<file path="src/rtl/rtsi_pkg.sv">
package rtsi_pkg;
  localparam int WORD_W = 16;
  localparam int HOST_AW = 3;

  localparam logic [HOST_AW-1:0] A_CFG  = 3'd0;
  localparam logic [HOST_AW-1:0] A_EN   = 3'd1;
  localparam logic [HOST_AW-1:0] A_ACK  = 3'd2;
  localparam logic [HOST_AW-1:0] A_BASE = 3'd3;
  localparam logic [HOST_AW-1:0] A_TAIL = 3'd4;

  localparam int BIT_ME = 10;
  localparam int BIT_BC = 4;
  localparam int NHP    = 2;

  typedef enum logic [2:0] {
    S_IDLE, S_ISW, S_DSC, S_TAIL, S_SIG
  } log_state_t;

  typedef struct packed {
    logic [WORD_W-1:0] isw;
    logic [WORD_W-1:0] dsc;
  } log_entry_t;
endpackage

</file>
<file path="src/rtl/rtsi_status.sv">
module rtsi_status
  import rtsi_pkg::*;
(
  input  logic              clk,
  input  logic              rst,
  input  logic [WORD_W-1:0] cfg,
  input  logic              msg_start,
  input  logic              msg_err,
  input  logic              cmd_illegal,
  input  logic              bcast_rcvd,
  output logic [WORD_W-1:0] status_word
);
  logic me_q, bc_q;

  always_ff @(posedge clk) begin
    if (rst) begin
      me_q <= 1'b0;
      bc_q <= 1'b0;
    end else begin
      if (msg_err || cmd_illegal) me_q <= 1'b1;
      else if (msg_start)         me_q <= 1'b0;
      if (bcast_rcvd)             bc_q <= 1'b1;
      else if (msg_start)         bc_q <= 1'b0;
    end
  end

  always_comb begin
    status_word         = cfg;
    status_word[BIT_ME] = me_q;
    status_word[BIT_BC] = bc_q;
  end
endmodule

</file>
<file path="src/rtl/rtsi_hpi.sv">
module rtsi_hpi
  import rtsi_pkg::*;
#(
  parameter int NSRC = NHP
)(
  input  logic            clk,
  input  logic            rst,
  input  logic [NSRC-1:0] src,
  input  logic [NSRC-1:0] en,
  input  logic            ack_we,
  input  logic [NSRC-1:0] ack_bits,
  output logic [NSRC-1:0] pend,
  output logic            hold,
  output logic            hp_irq
);
  for (genvar i = 0; i < NSRC; i++) begin : g_src
    logic p_q;
    always_ff @(posedge clk) begin
      if (rst)                        p_q <= 1'b0;
      else if (src[i])                p_q <= 1'b1;
      else if (ack_we && ack_bits[i]) p_q <= 1'b0;
    end
    assign pend[i] = p_q;
  end

  assign hold   = pend[0];
  assign hp_irq = |(pend & en);
endmodule

</file>
<file path="src/rtl/rtsi_regs.sv">
module rtsi_regs
  import rtsi_pkg::*;
#(
  parameter int DMA_AW = 16
)(
  input  logic               clk,
  input  logic               rst,
  input  logic               host_we,
  input  logic [HOST_AW-1:0] host_addr,
  input  logic [WORD_W-1:0]  host_wdata,
  input  logic [2:0]         pend_bits,
  input  logic [WORD_W-1:0]  tail,
  output logic [WORD_W-1:0]  cfg,
  output logic [2:0]         en,
  output logic [DMA_AW-1:0]  base,
  output logic               ack_we,
  output logic [2:0]         ack_bits,
  output logic [WORD_W-1:0]  host_rdata
);
  logic [WORD_W-1:0] rd_d;

  assign ack_we   = host_we && (host_addr == A_ACK);
  assign ack_bits = host_wdata[2:0];

  always_ff @(posedge clk) begin
    if (rst) begin
      cfg  <= '0;
      en   <= '0;
      base <= '0;
    end else if (host_we) begin
      case (host_addr)
        A_CFG:   cfg  <= host_wdata;
        A_EN:    en   <= host_wdata[2:0];
        A_BASE:  base <= host_wdata[DMA_AW-1:0];
        default: ;
      endcase
    end
  end

  always_comb begin
    case (host_addr)
      A_CFG:   rd_d = cfg;
      A_EN:    rd_d = {{(WORD_W-3){1'b0}}, en};
      A_ACK:   rd_d = {{(WORD_W-3){1'b0}}, pend_bits};
      A_BASE:  rd_d = WORD_W'(base);
      A_TAIL:  rd_d = tail;
      default: rd_d = '0;
    endcase
  end

  always_ff @(posedge clk) begin
    if (rst) host_rdata <= '0;
    else     host_rdata <= rd_d;
  end
endmodule

</file>
<file path="src/rtl/rtsi_stdlog.sv">
module rtsi_stdlog
  import rtsi_pkg::*;
#(
  parameter int DMA_AW = 16,
  parameter int QDEPTH = 4
)(
  input  logic              clk,
  input  logic              rst,
  input  logic              std_req,
  input  logic [WORD_W-1:0] std_isw,
  input  logic [WORD_W-1:0] std_desc,
  input  logic [DMA_AW-1:0] base,
  input  logic              en_lvl,
  input  logic              clr,
  input  logic              dma_ack,
  input  logic [WORD_W-1:0] dma_rdata,
  output logic              dma_req,
  output logic              dma_we,
  output logic [DMA_AW-1:0] dma_addr,
  output logic [WORD_W-1:0] dma_wdata,
  output logic [WORD_W-1:0] tail,
  output logic              std_pulse_n,
  output logic              std_pend,
  output logic              std_irq
);
  localparam int PW = (QDEPTH > 1) ? $clog2(QDEPTH) : 1;
  localparam int CW = $clog2(QDEPTH + 1);
  localparam logic [PW-1:0] LAST = PW'(QDEPTH - 1);

  log_entry_t        mem [QDEPTH];
  logic [PW-1:0]     wr_ptr, rd_ptr;
  logic [CW-1:0]     count;
  logic              push, pop;
  log_state_t        state;
  log_entry_t        cur;

  assign push = std_req && (count != CW'(QDEPTH));
  assign pop  = (state == S_IDLE) && (count != '0);

  always_ff @(posedge clk) begin
    if (push) mem[wr_ptr] <= '{isw: std_isw, dsc: std_desc};
  end

  always_ff @(posedge clk) begin
    if (rst) begin
      wr_ptr <= '0;
      rd_ptr <= '0;
      count  <= '0;
    end else begin
      if (push) wr_ptr <= (wr_ptr == LAST) ? '0 : wr_ptr + 1'b1;
      if (pop)  rd_ptr <= (rd_ptr == LAST) ? '0 : rd_ptr + 1'b1;
      case ({push, pop})
        2'b10:   count <= count + 1'b1;
        2'b01:   count <= count - 1'b1;
        default: ;
      endcase
    end
  end

  always_ff @(posedge clk) begin
    if (rst) begin
      state    <= S_IDLE;
      cur      <= '0;
      tail     <= '0;
      std_pend <= 1'b0;
    end else begin
      if (state == S_SIG) std_pend <= 1'b1;
      else if (clr)       std_pend <= 1'b0;
      case (state)
        S_IDLE: if (pop) begin
          cur   <= mem[rd_ptr];
          state <= S_ISW;
        end
        S_ISW:  if (dma_ack) state <= S_DSC;
        S_DSC:  if (dma_ack) state <= S_TAIL;
        S_TAIL: if (dma_ack) begin
          tail  <= dma_rdata;
          state <= S_SIG;
        end
        default: state <= S_IDLE;
      endcase
    end
  end

  always_comb begin
    dma_req   = 1'b0;
    dma_we    = 1'b0;
    dma_addr  = '0;
    dma_wdata = '0;
    case (state)
      S_ISW: begin
        dma_req = 1'b1; dma_we = 1'b1; dma_addr = base; dma_wdata = cur.isw;
      end
      S_DSC: begin
        dma_req = 1'b1; dma_we = 1'b1; dma_addr = base + DMA_AW'(1); dma_wdata = cur.dsc;
      end
      S_TAIL: begin
        dma_req = 1'b1; dma_addr = base + DMA_AW'(2);
      end
      default: ;
    endcase
  end

  assign std_pulse_n = (state != S_SIG);
  assign std_irq     = std_pend && en_lvl;
endmodule

</file>
<file path="src/rtl/rtsi_top.sv">
module rtsi_top
  import rtsi_pkg::*;
#(
  parameter int DMA_AW = 16,
  parameter int QDEPTH = 4
)(
  input  logic               clk,
  input  logic               rst,
  input  logic               host_we,
  input  logic [HOST_AW-1:0] host_addr,
  input  logic [WORD_W-1:0]  host_wdata,
  output logic [WORD_W-1:0]  host_rdata,
  input  logic               msg_start,
  input  logic               msg_err,
  input  logic               cmd_illegal,
  input  logic               bcast_rcvd,
  input  logic               std_req,
  input  logic [WORD_W-1:0]  std_isw,
  input  logic [WORD_W-1:0]  std_desc,
  output logic               dma_req,
  output logic               dma_we,
  output logic [DMA_AW-1:0]  dma_addr,
  output logic [WORD_W-1:0]  dma_wdata,
  input  logic               dma_ack,
  input  logic [WORD_W-1:0]  dma_rdata,
  output logic [WORD_W-1:0]  status_word,
  output logic               hold,
  output logic               hp_irq,
  output logic               std_pulse_n,
  output logic               std_irq
);
  logic [WORD_W-1:0] cfg_q, tail_q;
  logic [2:0]        en_q, ack_bits;
  logic [DMA_AW-1:0] base_q;
  logic              ack_we, std_pend;
  logic [NHP-1:0]    hp_pend;

  rtsi_regs #(.DMA_AW(DMA_AW)) u_regs (
    .clk(clk), .rst(rst), .host_we(host_we), .host_addr(host_addr),
    .host_wdata(host_wdata), .pend_bits({std_pend, hp_pend}), .tail(tail_q),
    .cfg(cfg_q), .en(en_q), .base(base_q), .ack_we(ack_we),
    .ack_bits(ack_bits), .host_rdata(host_rdata)
  );

  rtsi_status u_status (
    .clk(clk), .rst(rst), .cfg(cfg_q), .msg_start(msg_start),
    .msg_err(msg_err), .cmd_illegal(cmd_illegal), .bcast_rcvd(bcast_rcvd),
    .status_word(status_word)
  );

  rtsi_hpi #(.NSRC(NHP)) u_hpi (
    .clk(clk), .rst(rst), .src({cmd_illegal, msg_err}), .en(en_q[NHP-1:0]),
    .ack_we(ack_we), .ack_bits(ack_bits[NHP-1:0]), .pend(hp_pend),
    .hold(hold), .hp_irq(hp_irq)
  );

  rtsi_stdlog #(.DMA_AW(DMA_AW), .QDEPTH(QDEPTH)) u_log (
    .clk(clk), .rst(rst), .std_req(std_req), .std_isw(std_isw),
    .std_desc(std_desc), .base(base_q), .en_lvl(en_q[2]),
    .clr(ack_we && ack_bits[2]), .dma_ack(dma_ack), .dma_rdata(dma_rdata),
    .dma_req(dma_req), .dma_we(dma_we), .dma_addr(dma_addr),
    .dma_wdata(dma_wdata), .tail(tail_q), .std_pulse_n(std_pulse_n),
    .std_pend(std_pend), .std_irq(std_irq)
  );
endmodule

</file>
<file path="config.mk">
export PLATFORM = sky130hd
export DESIGN_NAME = rtsi_top
export DESIGN_NICKNAME = d
export VERILOG_FILES = /design/src/rtl/rtsi_pkg.sv /design/src/rtl/rtsi_status.sv /design/src/rtl/rtsi_hpi.sv /design/src/rtl/rtsi_regs.sv /design/src/rtl/rtsi_stdlog.sv /design/src/rtl/rtsi_top.sv
export SDC_FILE = /design/constraint.sdc
export NUM_CORES = 1
export LEC_CHECK = 0
export ABC_AREA = 1
export BUFFER_PORTS_ARGS = -buffer_cell sky130_fd_sc_hd__buf_2
export CAP_MARGIN = 10
export CORE_MARGIN = 2
export CORE_UTILIZATION = 52
export DETAILED_ROUTE_END_ITERATION = 12
export HOLD_SLACK_MARGIN = 0.03
export PLACE_DENSITY = 0.76
export REMOVE_ABC_BUFFERS = 1
export SETUP_SLACK_MARGIN = 0.2
export SLEW_MARGIN = 20
export SYNTH_ARGS = -nofsm -noshare
export SYNTH_HDL_FRONTEND = slang
export SYNTH_SLANG_ARGS = --single-unit
</file>
<file path="constraint.sdc">
create_clock -name clk -period 2.55 [get_ports clk]
set_input_delay 0.255 -clock clk [delete_from_list [all_inputs] [get_ports clk]]
set_output_delay 0.255 -clock clk [all_outputs]
set_load 0.01 [all_outputs]
</file>
## After elaboration in Yosys (flattened, before gate mapping)

Memories as Yosys holds them, arrays and structs flattened. A register that Yosys moved wholly into a read port is not among the register bits.
Cells that the tools add are included.

| storage, ports and cells | value |
|---|---|
| bits in writable memories | 128 |
| output and inout bits | 70 |
| input bits | 76 |
| word-level logic and storage cells | 90 |
| memories | 1 |
| register bits after elaboration | 82 |

Memories:

| name | depth | bits a word | read ports | clocked after memory_dff | wr ports | RTL line | RTL |
|---|---|---|---|---|---|---|---|
| u_log.mem | 4 | 32 | 1 | 1 | 1 | rtsi_stdlog.sv:30 | `log_entry_t mem [QDEPTH];` |

| operators by class | value |
|---|---|
| equality and inequality tests | 18 |
| reduce and logical (&&, ||, !) cells | 26 |
| mux-type cells | 24 |
| add/subtract/negate cells | 6 |
| bitwise logic cells | 1 |

Operators with widths:

| operator | number |
|---|---|
| one-hot mux 16 bit (5 select lines) | 1 |
| one-hot mux 16 bit (3 select lines) | 1 |
| one-hot mux 16 bit (2 select lines) | 1 |
| adder 16 x 1 -> 16 bit (second input constant) | 1 |
| adder 16 x 2 -> 16 bit (second input constant) | 1 |
| two-way mux 1 bit | 13 |
| == test 3 x 2 -> 1 bit (second input constant) | 4 |
| two-way mux 3 bit | 4 |
| one-hot mux 3 bit (4 select lines) | 1 |
| nonzero test 2 bit | 6 |
| AND reduction 2 bit | 5 |
| logical AND 1 bit | 7 |
| == test 2 bit (second input constant) | 3 |
| == test 3 x 1 -> 1 bit (second input constant) | 2 |
| == test 3 bit (second input constant) | 2 |
| logical NOT 3 bit | 2 |
| inequality test 2 bit (second input constant) | 3 |
| inequality test 3 bit (second input constant) | 2 |
| one-hot mux 3 bit (2 select lines) | 1 |
| adder 2 x 1 -> 2 bit (second input constant) | 2 |
| two-way mux 2 bit | 2 |
| AND reduction 4 bit | 1 |
| OR reduction 2 bit | 2 |
| adder 3 x 1 -> 3 bit (second input constant) | 1 |
| 7 further kinds | 7 |

## Logic depth before layout (Yosys ltp)

Gate-level depths: netlist (run 1).

| depth | value |
|---|---|
| depth after elaboration | 5 |
| mapped depth | 13 |

## Modules after synthesis

A second synthesis (run 1) with hierarchy kept.

| second synthesis, totals | value |
|---|---|
| cell total of the unflattened synthesis | 1155 |
| area total of the unflattened synthesis | 10771.6 sq um |

By module, submodules not included:

| module | cells each | area each (sq um) | times used | sequential area each (sq um) |
|---|---|---|---|---|
| rtsi_stdlog | 813 | 8160.3 | 1 | 5024.8 |
| rtsi_regs | 300 | 2308.5 | 1 | 1021.0 |
| rtsi_status | 25 | 188.9 | 1 | 40.0 |
| rtsi_hpi | 15 | 106.4 | 1 | 40.0 |
| rtsi_top | 2 | 7.5 | 1 | 0.0 |

## Least setup slack after synthesis (run 1)

No wires, ideal clock.

| path | value |
|---|---|
| path kind | register to register |
| start | register u_log.count[0] |
| end | memory u_log.mem[0][0] in the netlist's numbering (enable) |
| cell stages (with the launch flop) | 5 |
| setup slack | 119 ps |
| data arrival time | 2010 ps |
| period minus slack after synthesis | 2431 ps |
| data required time | 2129 ps |
| cell sequence | dfxtp_1 -> inv_1 -> nand3_1 -> nand2_1 -> nor2_1 |

| between the ends | value |
|---|---|
| cells in the longest elaborated chain, start to end | 4 |

RTL lines:

| what | RTL line | RTL |
|---|---|---|
| from (decl) | rtsi_stdlog.sv:32 | `logic [CW-1:0] count;` |
| from (signal assigned) | rtsi_stdlog.sv:53 | `2'b10: count <= count + 1'b1;` |
| from (signal assigned) | rtsi_stdlog.sv:54 | `2'b01: count <= count - 1'b1;` |
| inequality test 3 bit | rtsi_stdlog.sv:37 | `assign push = std_req && (count != CW'(QDEPTH));` |
| logical AND 1 bit | rtsi_stdlog.sv:37 |  |
| two-way mux 1 bit | rtsi_stdlog.sv:41 | `if (push) mem[wr_ptr] <= '{isw: std_isw, dsc: std_desc};` |
| two-way mux 1 bit (implied by the code) | rtsi_stdlog.sv:41 |  |
| to (decl) | rtsi_stdlog.sv:30 |  |

Every way passes these cells.

## Worst setup path in the final report (run 1)

| path | value |
|---|---|
| start | register u_log.state[1] |
| end | output port dma_addr[4] |

| between the ends | value |
|---|---|
| cells in the longest elaborated chain, start to end | 2 |
| elaborated cells on any way between the ends | 4 |
| classes of those cells | 3 x eq/ne; 1 x mux |

RTL lines:

| what | RTL line | RTL |
|---|---|---|
| from (decl) | rtsi_stdlog.sv:34 | `log_state_t state;` |
| from (signal assigned) | rtsi_stdlog.sv:62 | `state <= S_IDLE;` |
| from (signal assigned) | rtsi_stdlog.sv:72 | `state <= S_ISW;` |
| from (signal assigned) | rtsi_stdlog.sv:74 | `S_ISW: if (dma_ack) state <= S_DSC;` |
| == test 3 x 2 -> 1 bit or == test 3 x 1 -> 1 bit (tied branches) | rtsi_stdlog.sv:90 | `case (state)` |
| one-hot mux 16 bit (3 select lines) * | rtsi_stdlog.sv:90 |  |
| to (decl) | rtsi_top.sv:22 | `output logic [DMA_AW-1:0] dma_addr,` |

Every way passes the cells marked *; elsewhere a longest branch is shown, timed or not.

==> metrics.md, run 1 <==
| Metric | Value |
|---|---|
| Status | `completed` |
| Final Critical Period | `between 2 and 2.5 ns` |
| Max VDD drop | `0.0008247 V` |
| Cell area after synthesis | `10,170 sq um` |
| Clock-pin slew on the worst setup and hold paths | `0.07 ns` |
| Seq/Total Area, Yosys | `60.24%` |
| Max Clk Rate | `440.5 MHz` |
| Netlist cell types | `30` |
| Post-Place Cell Area | `10,990 sq um` |
| Commonest non-fill, non-tap cell in the layout | `o21ai_0` |
| MaxCap Viol Count | `0` |
| Via count of the first global-routing pass | `7,861` |
| GP Congestion | `0.9348` |
| Worst EP required | `roughly 2.3 ns` |
| CP arrival | `2.02 ns` |
| Worst-skew pair later-pin latency | `0.53 ns` |
| Gate power share | `between 20% and 30%` |
| Die ar. | `20,690 sq um` |
| Hold WC Path Type | `primary input to flip-flop` |
| Most frequent cells in the layout | `159 x o21ai_0, 155 x nor2_1, 145 x buf_2, 128 x edfxtp_1, 116 x nand2_1` |
| Initial antenna violation count | `2` |
| Grt ovf | `0` |
| Max Fanout on Critical Path | `10` |
| Syn. warnings | `0` |
| Final TNS setup | `0 ns` |
| Input/output buffers | `145` |
| Slew margin rel. | `26.99%` |
| Final HPWL DP | `14,720 microns` |
| Finished Core Util | `64.59%` |
| Crit. Startpoint | `u_log.state[1]` |
| Kind of critical path | `flip-flop to output pin` |
| Post-Place Cells | `1,434` |
| Cts bufs inserted | `26` |
| Syn Inst Count | `1,081` |
| Avg Cell Area, Syn | `roughly 9.4 sq um` |
| Clock skew | `approximately 0.015 ns` |
| GRT Total Usage | `24.57%` |
| Via count | `~8,400` |
| DRC viols | `0` |
| Setup Viol. Count Final | `0` |
| Starting density of the core | `52.60%` |
| Setup Buffers After CTS | `0` |
| Htree depth | `1` |
| Crit path capture type | `output pin` |
| Total internal power | `7.615 mW` |
| Sw Pwr | `between 3 and 4 mW` |
| Slew Limit Fails | `0` |
| CTS root buf | `clkbuf_16` |
| Initial detailed-routing violation count | `661` |
| CTS Buffer Depth | `3` |
| Number of cell rows | `51` |
| Die Wd | `143.8 microns` |
| Post-DRT Antenna Nets | `0` |
| Static leakage | `5.002 nW` |
| Switch share | `between 30% and 40%` |
| Crit share post-route | `89.02%` |
| CTS tree | `yes` |
| Area grow syn2layout | `22.80%` |
| Share of cells above drive strength 1 | `18.62%` |
| Wire length of the first global-routing pass | `40,060 microns` |
| Core area | `19,330 sq um` |
| Final instance area | `between 10,000 and 15,000 sq um` |
| Hold Fails Final Rpt | `0` |
| Final Non-Filler Cells | `1,545` |
| Vias/cell | `5.436` |
| Pre-antenna DRT Iters | `6` |
| RSZ-0062 raised after global routing | `true` |
| Tot Pwr | `11.26 mW` |
| WL per Instance | `between 15 and 20 microns` |
| Worst r2r src | `u_log.count[0]` |
| P per Cell Area | `901.8 nW/um^2` |
| R2R Setup Slk | `0.55 ns` |
| Critical Path Source Type | `flip-flop` |
| Die Span Y | `roughly 140 microns` |
| Final WL | `25,790 microns` |
| Hold Startpoint | `host_wdata[10]` |
| Nets | `1,344` |
| Worst slew pin tran | `1.094 ns` |
| Sequential power share | `around 43%` |
| Largest net degree at the start of global routing | `67` |
| I/O pins | `146` |
| Clk sinks | `242` |
| Number of synthesized register bits | `242` |
| Clock power share | `about a third` |
==> registers in the layout, summed over array words and instances (netlist names) <==
name,count
u_hpi.g_src.p_q,1
u_hpi.hold,1
u_log.count,3
u_log.cur,32
u_log.mem,128
u_log.rd_ptr,2
u_log.state,3
u_log.std_pend,1
u_log.tail,16
u_log.wr_ptr,2
u_regs.base,16
u_regs.cfg,16
u_regs.en,3
u_regs.host_rdata,16
u_status.bc_q,1
u_status.me_q,1
==> cell families (layout without fill, tap and decap cells) <==
kind of cell             Yosys count  after routing  share of synthesized area, %
AO/OA/AOI/OAI                    306            306                         16.70
flip-flops                       242            242                         60.24
AND/OR/NAND/NOR                  359            359                         14.59
other                              0              2                             0
adder cells (fa/ha/maj)           10             10                         1.304
buffers and inverters            164            361                         7.173
==> power groups by stage <==
stage	combinational, mW	sequential, mW	clock [mW]
2_1_floorplan	1.62	4.92	0
3_3_place_gp	2.65	4.85	0
3_5_place_dp	2.70	4.86	0
4_1_cts	2.80	4.79	3.67
5_1_grt	3.15	4.85	3.84
6_report	2.84	4.80	3.62
==> routing by layer <==
| layer | vias up | track usage [%] | wire length [microns] |
|---|---|---|---|
| met5 | - | 0 | 0 |
| met4 | 0 | 8.514 | 743 |
| met3 | 56 | 4.099 | 2020 |
| met2 | 347 | 42.71 | 12640 |
| met1 | 3898 | 31.11 | 10390 |
| li1 | 4097 | - | - |
==> metrics by stage <==
step | setup WS (ns) | hold slack [ns]
3_5_place_dp | 0.5618 | 0.4490
2_1_floorplan | 0.08592 | 0.3241
3_3_place_gp | 0.6004 | 0.4400
6_report | 0.2799 | 0.04790
4_1_cts | 0.1921 | 0.03067
5_1_grt | 0.1780 | 0.03984
==> area by class of cell <==
cell class              count  area (sq um)
well taps                 265         331.6
fillers                  1494          6847
clock buffers              38         735.7
clock inverters            10         92.59
repair buffers            222          1476
multi-input cells         675          3364
flip-flops and latches    242          6133
inverters                  91         349.1
diodes                      2         5.005
==> timing repair <==
item,4_1_cts,5_1_grt
gates resized for setup,2,17
setup endpoints to repair,16,13
hold buffers,61,0
endpoints found under the hold margin,159,0
==> worst max-delay path: stages (launching register included) <==
cell and delay, ns:
dfxtp_1 0.40, buf_4 0.21, inv_2 0.06, nand2_2 0.17
nand2_1 0.21, o211ai_1 0.14, nand3_1 0.14, buf_2 0.17
==> cells in the mapped netlist, drive strengths merged <==
| cell | n | area share (%) |
|---|---|---|
| ha | 9 | 1.1 |
| a31oi | 1 | 0.062 |
| o221ai | 9 | 0.78 |
| a211oi | 1 | 0.074 |
| nor2 | 167 | 6.3 |
| nand2 | 121 | 4.6 |
| nand4 | 12 | 0.74 |
| edfxtp | 128 | 38 |
| and2 | 1 | 0.062 |
| nor3 | 3 | 0.20 |
| o21ai | 161 | 7.9 |
| fa | 1 | 0.20 |
| a21oi | 72 | 3.5 |
| or2 | 1 | 0.062 |
| buf | 47 | 2.8 |
| clkbuf | 26 | 0.96 |
| nand3 | 54 | 2.7 |
| dfxtp | 114 | 22 |
| a22o | 17 | 1.5 |
| o211ai | 7 | 0.52 |
| inv | 91 | 3.4 |
| o22ai | 38 | 2.3 |
==> final timing paths <==
kind,end,cells after the start
max,dma_addr[4],7
min,u_regs.base[10],3
max reg2reg,u_log.count[2],10
min reg2reg,u_log.tail[3],2
(Power assumes the default switching activity.)
==> inputs of run 2 (changes only) <==
--- a/config.mk
+++ b/config.mk
@@ -11,6 +11,7 @@
 export CORE_MARGIN = 2
 export CORE_UTILIZATION = 52
 export DETAILED_ROUTE_END_ITERATION = 12
+export GPL_TIMING_DRIVEN = 0
 export HOLD_SLACK_MARGIN = 0.03
 export PLACE_DENSITY = 0.76
 export REMOVE_ABC_BUFFERS = 1
==> run 2 against run 1 <==
  * Clock skew about the same
  * Global-route usage is 0.49 points higher
  * Clock power about the same
  * Combinational power up 4%
  * Total power increased by 2.6%
  * Register-to-register slack worse by 0.26 ns
  * Routed wire length grew 4.4%
  * Critical path type unchanged
  * Critical endpoint is now dma_addr[3]
  * Highest routed layer unchanged
==> metrics.md, run 2 (same netlist as run 1, synthesis figures left out) <==
| Metric | Value |
|---|---|
| GRT Total Usage | `25.06% (was 24.57%)` |
| I/O pins | `146 (unchanged)` |
| Htree depth | `1 (unchanged)` |
| Min Hold Slack | `0.03780 ns (was 0.04790 ns)` |
| Pre-antenna DRT Iters | `5 (was 6)` |
| Initial antenna violation count | `0 (was 2)` |
| Critical path cell sequence | `nand3_2 > bufinv_16 > nand2_1 > o221ai_1 > buf_2 (was buf_4 > inv_2 > nand2_2 > nand2_1 > o211ai_1 > nand3_1 > buf_2)` |
| Clock power share | `31.2% (was 32.1%)` |
| Storage cell area | `6137 sq um (was 6133 sq um)` |
| Final Non-Filler Cells | `1,543 (was 1,545)` |
| Setup Viol. Count Final | `0 (unchanged)` |
| Crit share post-route | `91.92% (was 89.02%)` |
| Vias/cell | `5.605 (was 5.436)` |
| Gate power share | `25.6% (was 25.2%)` |
| Status | `completed (unchanged)` |
| Via count of the first global-routing pass | `8,159 (was 7,861)` |
| Slew margin rel. | `23.99% (was 26.99%)` |
| CP delay by family, top | `buffers and inverters (was simple AND/OR/NAND/NOR gates)` |
| Die Span Y | `143.8 microns (unchanged)` |
| Sw Pwr | `3.917 mW (was 3.647 mW)` |
| Die ar. | `20,690 sq um (unchanged)` |
| Number of cell rows | `51 (unchanged)` |
| Largest register FFs | `128 (unchanged)` |
| Final TNS setup | `0 ns (unchanged)` |
| Final HPWL DP | `14,960 microns (was 14,720 microns)` |
| Static leakage | `5.031 nW (was 5.002 nW)` |
| Crit path capture type | `output pin (unchanged)` |
| Antenna cells | `0 (was 2)` |
| CP bufs+invs | `2 (was 3)` |
| CP max-delay cell | `dfxtp_4 (was dfxtp_1)` |
| Nets | `1,344 (unchanged)` |
| Input/output buffers | `145 (unchanged)` |
| Multi-input logic area | `3430 sq um (was 3364 sq um)` |
| Largest net degree at the start of global routing | `90 (was 67)` |
| Max VDD drop | `0.0007849 V (was 0.0008247 V)` |
| RSZ-0062 raised after global routing | `true (unchanged)` |
| Max Fanout on Critical Path | `15 (was 10)` |
| Final WL | `26,930 microns (was 25,790 microns)` |
| CTS tree | `yes (unchanged)` |
| Area grow syn2layout | `24.41% (was 22.80%)` |
| Die Wd | `143.8 microns (unchanged)` |
| Grt ovf | `0 (unchanged)` |
| Hold Fails Final Rpt | `0 (unchanged)` |
| Max Clk Rate | `426.6 MHz (was 440.5 MHz)` |
| MaxCap Viol Count | `0 (unchanged)` |
| Finished Core Util | `65.44% (was 64.59%)` |
| Starting density of the core | `52.60% (unchanged)` |
| Worst-skew pair later-pin latency | `0.54 ns (was 0.53 ns)` |
| Switch share | `33.90% (was 32.39%)` |
| Core area | `19,330 sq um (unchanged)` |
| Post-Place Cells | `1,422 (was 1,434)` |
| Cts bufs inserted | `26 (unchanged)` |
| Clock skew | `0.01538 ns (was 0.01516 ns)` |
| Worst EP required | `2.30 ns (about the same)` |
| DRC viols | `0 (unchanged)` |
| Wire length of the first global-routing pass | `40,910 microns (was 40,060 microns)` |
| Most frequent cells in the layout | `159 x o21ai_0, 153 x nor2_1, 145 x buf_2, 128 x edfxtp_1, 114 x nand2_1 (was 159 x o21ai_0, 155 x nor2_1, 145 x buf_2, 128 x edfxtp_1, 116 x nand2_1)` |
| Commonest non-fill, non-tap cell in the layout | `o21ai_0 (unchanged)` |
| Top reg by flops | `u_log.mem (unchanged)` |
| Total internal power | `7.638 mW (was 7.615 mW)` |
| Clk sinks | `242 (unchanged)` |
| GP Congestion | `0.9143 (was 0.9348)` |
| Sequential power share | `43.2% (was 42.7%)` |
| Slew Limit Fails | `0 (unchanged)` |
| Filler cell count in the final layout | `1,513 (was 1,494)` |
| WL per Instance | `17.45 microns (was 16.69 microns)` |
| Via count | `8,648 (was 8,398)` |
| CP peak stage delay | `0.46 ns (was 0.40 ns)` |
| Clock-pin slew on the worst setup and hold paths | `0.06 ns (was 0.07 ns)` |
| Hold WC Path Type | `primary input to flip-flop (unchanged)` |
| Top Registers | `u_log.mem (128), u_log.cur (32) (unchanged)` |
| Share of cells above drive strength 1 | `18.62% (unchanged)` |
| Fin worst setup slack | `0.2060 ns (was 0.2799 ns)` |
| Kind of critical path | `flip-flop to output pin (unchanged)` |
| Setup WS pre-CTS | `-0.5759 ns (was 0.5618 ns)` |
| Worst slew pin tran | `1.139 ns (was 1.094 ns)` |
| Post-DRT Antenna Nets | `0 (unchanged)` |
| CTS root buf | `clkbuf_16 (unchanged)` |
| Final Critical Period | `2.344 ns (was 2.270 ns)` |
| CP arrival | `2.09 ns (was 2.02 ns)` |
| Initial detailed-routing violation count | `584 (was 661)` |
| P per Cell Area | `913.3 nW/um^2 (was 901.8 nW/um^2)` |
| Critical Path Source Type | `flip-flop (unchanged)` |
| CTS Buffer Depth | `3 (unchanged)` |
-- run 2: changes by cell type in the layout (fill, tap and decap cells not counted), moves of 3 or more --
cell and change:
buf_16 +3, buf_4 -8, clkbuf_1 -4, clkbuf_8 -3, clkinv_1 +5, dfxtp_2 -3, dlygate4sd3_1 +4, nor2_2 -3
nor2_4 +5
-- run 2: cell type report --
cell class | instances | area share, %
clock buffer | 31 | 5.370
clock inverter | 17 | 1.058
inverter | 91 | 3.194
multi-input combinational | 676 | 27.11
sequential | 242 | 48.51
tap | 265 | 2.621
timing repair buffer | 220 | 12.07
timing repair inverter | 1 | 0.06922
-- run 2: per-layer routing --
metal | wire [microns] | GRT usage (%)
met5 | 0 | 0
met4 | 821 | 8.359
met3 | 2223 | 3.799
met2 | 13120 | 44.06
met1 | 10760 | 31.72
-- run 2: what timing repair did --
item,CTS,global route
endpoints found under the setup margin,40,24
gates cloned,0,2
hold buffers,65,0
pin swaps,0,3
gates resized for setup,17,22
endpoints found under the hold margin,162,0
buffers inserted,0,5
-- run 2: final timing paths --
path | from | endpoint | slack (ns) | depth (start not counted)
setup / recovery | u_log.state[1] | dma_addr[3] | 0.21 | 5
setup reg to reg | u_log.rd_ptr[1] | u_log.cur[22] | 0.29 | 5
hold / removal | dma_rdata[1] | u_log.tail[1] | 0.04 | 3
hold reg to reg | u_log.tail[12] | u_log.tail[12] | 0.46 | 2
-- run 2: power by group through the flow --
stage          clock [mW]  combinational, mW  sequential [mW]
6_report             3.60               2.96             5.00
5_1_grt              3.81               3.26             5.04
4_1_cts              3.63               2.70             4.98
3_5_place_dp            0               2.50             5.05
3_3_place_gp            0               2.40             5.04
2_1_floorplan           0               1.62             4.92
-- run 2: worst min-delay path, stage by stage --
cell and delay [ns]:
buf_2 0.09, o21ai_0 0.07, a21oi_1 0.11
-- run 2: through the flow --
stage	area, sq um	power, mW
4_1_cts	12510	11.31
6_report	12650	11.56
2_1_floorplan	9784	6.540
5_1_grt	12650	12.11
3_5_place_dp	10980	7.547
3_3_place_gp	10840	7.436
==> inputs of run 3 (changes only) <==
==> constraint.sdc (replaced) <==
create_clock -name clk -period 2.55 [get_ports clk]
set_input_delay 0.3825 -clock clk [delete_from_list [all_inputs] [get_ports clk]]
set_output_delay 0.3825 -clock clk [all_outputs]
set_load 0.01 [all_outputs]
==> run 3 against run 2 <==
  * Register-to-register slack better by 0.03 ns
  * Combinational power about the same
  * Fmax up 1.1%
  * Flip-flop and latch count unchanged
  * Global-route usage down 1.3 points
  * Sequential power about the same
==> metrics.md, run 3 (same netlist as run 1, synthesis figures left out) <==
| Metric | Value |
|---|---|
| Switch share | `33.59% (was 33.90%)` |
| I/O pins | `146 (unchanged)` |
| Filler cell count in the final layout | `1,593 (was 1,513)` |
| Most frequent cells in the layout | `157 x o21ai_0, 148 x nor2_1, 145 x buf_2, 128 x edfxtp_1, 113 x nand2_1 (was 159 x o21ai_0, 153 x nor2_1, 145 x buf_2, 128 x edfxtp_1, 114 x nand2_1)` |
| Largest register FFs | `128 (unchanged)` |
| Post-DRT Antenna Nets | `0 (unchanged)` |
| Hold Startpoint | `std_isw[5] (was dma_rdata[1])` |
| Slew Limit Fails | `0 (unchanged)` |
| Total internal power | `7.636 mW (was 7.638 mW)` |
| Clock skew | `0.01106 ns (was 0.01538 ns)` |
| Via count | `8,291 (was 8,648)` |
| CP arrival | `1.94 ns (was 2.09 ns)` |
| Final WL | `25,220 microns (was 26,930 microns)` |
| Final Non-Filler Cells | `1,489 (was 1,543)` |
| GRT Total Usage | `23.74% (was 25.06%)` |
| Pre-antenna DRT Iters | `5 (unchanged)` |
| Core area | `19,330 sq um (unchanged)` |
| DRC viols | `0 (unchanged)` |
| Vias/cell | `5.568 (was 5.605)` |
| Nets | `1,287 (was 1,344)` |
| Clk sinks | `242 (unchanged)` |
| Setup Viol. Count Final | `0 (unchanged)` |
| Crit path capture type | `output pin (unchanged)` |
| Stages on worst setup path | `7 (was 5)` |
| Grt ovf | `0 (unchanged)` |
| CP bufs+invs | `2 (unchanged)` |
| Input/output buffers | `145 (unchanged)` |
| Worst-skew pair later-pin latency | `0.53 ns (was 0.54 ns)` |
| Clock-pin slew on the worst setup and hold paths | `0.06 ns (about the same)` |
| Sequential power share | `43.3% (was 43.2%)` |
| Die ar. | `20,690 sq um (unchanged)` |
| Max Clk Rate | `431.3 MHz (was 426.6 MHz)` |
| Share of cells above drive strength 1 | `21.38% (was 18.62%)` |
| Cts hold-fix bufs | `0 (was 65)` |
| CTS root buf | `clkbuf_16 (unchanged)` |
| Initial antenna violation count | `5 (was 0)` |
| Storage cell area | `6153 sq um (was 6137 sq um)` |
| Sw Pwr | `3.862 mW (was 3.917 mW)` |
| GP Congestion | `0.9143 (unchanged)` |
| P per Cell Area | `948.8 nW/um^2 (was 913.3 nW/um^2)` |
| Max VDD drop | `0.0006378 V (was 0.0007849 V)` |
| Hold Fails Final Rpt | `0 (unchanged)` |
| Final HPWL DP | `14,960 microns (unchanged)` |
| MaxCap Viol Count | `0 (unchanged)` |
| CP delay by family, top | `flip-flops (was buffers and inverters)` |
| Largest net degree at the start of global routing | `90 (unchanged)` |
| Commonest non-fill, non-tap cell in the layout | `o21ai_0 (unchanged)` |
| CP peak stage delay | `0.37 ns (was 0.46 ns)` |
| Static leakage | `4.805 nW (was 5.031 nW)` |
| Worst slew pin tran | `1.135 ns (was 1.139 ns)` |
| Slew margin rel. | `24.24% (was 23.99%)` |
| Kind of critical path | `flip-flop to output pin (unchanged)` |
| WL per Instance | `16.94 microns (was 17.45 microns)` |
| Max Fanout on Critical Path | `5 (was 15)` |
| Finished Core Util | `62.67% (was 65.44%)` |
| Via count of the first global-routing pass | `7,655 (was 8,159)` |
| Area grow syn2layout | `19.16% (was 24.41%)` |
| CP endpoint | `dma_addr[5] (was dma_addr[3])` |
| Die Span Y | `143.8 microns (unchanged)` |
| Cell depth of the worst flop-to-flop path | `5 (unchanged)` |
| Post-Place Cells | `1,422 (unchanged)` |
| Final TNS setup | `0 ns (unchanged)` |
| Crit share post-route | `90.93% (was 91.92%)` |
| Cts bufs inserted | `26 (unchanged)` |
| Worst r2r src | `u_log.rd_ptr[1] (unchanged)` |
| Critical Path Source Type | `flip-flop (unchanged)` |
| Htree depth | `1 (unchanged)` |
| CTS tree | `yes (unchanged)` |
| Starting density of the core | `52.60% (unchanged)` |
| Die Wd | `143.8 microns (unchanged)` |
| Status | `completed (unchanged)` |
| Initial detailed-routing violation count | `642 (was 584)` |
| Hold WC Path Type | `primary input to flip-flop (unchanged)` |
| CP max-delay cell | `dfxtp_4 (unchanged)` |
| CTS Buffer Depth | `3 (unchanged)` |
| Number of cell rows | `51 (unchanged)` |
| Clock power share | `31.1% (was 31.2%)` |
| Worst EP required | `2.17 ns (was 2.30 ns)` |
| Multi-input logic area | `3462 sq um (was 3430 sq um)` |
| Critical path cell sequence | `ha_4 > nand2_2 > nor2_4 > buf_4 > o21ai_0 > o211ai_1 > buf_2 (was nand3_2 > bufinv_16 > nand2_1 > o221ai_1 > buf_2)` |
| R2R Setup Slk | `0.32 ns (was 0.29 ns)` |
| Final Critical Period | `2.319 ns (was 2.344 ns)` |
| Tot Pwr | `11.50 mW (was 11.56 mW)` |
| Reg2reg end | `u_log.cur[22] (unchanged)` |
| Wire length of the first global-routing pass | `38,760 microns (was 40,910 microns)` |
| Top Registers | `u_log.mem (128), u_log.cur (32) (unchanged)` |
| Top reg by flops | `u_log.mem (unchanged)` |
| Crit. Startpoint | `u_regs.base[1] (was u_log.state[1])` |
| Gate power share | `25.6% (about the same)` |
| RSZ-0062 raised after global routing | `true (unchanged)` |
run 3: per-layer routing:
| metal | track usage (%) | vias to the layer above | wire [microns] |
|---|---|---|---|
| met5 | 0 | - | 27 |
| met4 | 7.121 | 4 | 603 |
| met3 | 4.565 | 54 | 2174 |
| met2 | 40.58 | 341 | 12120 |
| met1 | 30.75 | 3909 | 10300 |
| li1 | - | 3983 | - |
run 3: cell type report:
type | count | area share, %
multi-input cells | 676 | 28.57
clock buffers | 31 | 5.607
repair buffers | 163 | 7.734
clock inverters | 17 | 1.105
repair inverters | 1 | 0.07228
well taps | 265 | 2.736
diodes | 3 | 0.06195
flip-flops and latches | 242 | 50.78
inverters | 91 | 3.335
run 3: worst register-to-register path, stage by stage, from the launching register on:
cell and delay (ns):
dfxtp_2 0.80, inv_1 0.74, o21ai_0 0.32, o22ai_1 0.10, nor2_1 0.10, nor2_1 0.05
run 3: repair_timing:
action / CTS / global route
gates cloned: 1 / 1
setup endpoints to repair: 40 / 32
pin swaps: 1 / 4
buffers inserted: 2 / 11
endpoints found under the hold margin: 0 / 0
resized for setup: 29 / 31
run 3: through the flow:
stage | worst slack [ns] | instance area [sq um] | hold slack (ns)
after floorplan | 0.08592 | 9784 | 0.4315
after CTS | 0.1632 | 11930 | 0.04850
after global placement | -1.184 | 10840 | 0.4412
after global routing | 0.1484 | 12110 | 0.05263
final | 0.2313 | 12120 | 0.06045
after detailed placement | -0.5759 | 10980 | 0.4515
run 3: worst min path at each step:
| stage | to | slack (ns) | cells after the start |
|---|---|---|---|
| finish | u_log.mem[2][21] | 0.06 | 1 |
| global route | u_log.mem[3][6] | 0.05 | 1 |
| CTS | u_log.mem[3][21] | 0.05 | 1 |
| detailed placement | u_log.tail[13] | 0.45 | 2 |
| global placement | u_regs.cfg[10] | 0.44 | 2 |
| floorplan | u_log.tail[13] | 0.43 | 2 |
run 3: power by group through the flow:
stage | Clock, mW | Sequential, mW | Combinational [mW]
after CTS | 3.63 | 4.98 | 2.67
after global routing | 3.80 | 5.03 | 3.25
after global placement | 0 | 5.04 | 2.40
after detailed placement | 0 | 5.05 | 2.50
after floorplan | 0 | 4.92 | 1.62
final | 3.57 | 4.98 | 2.95
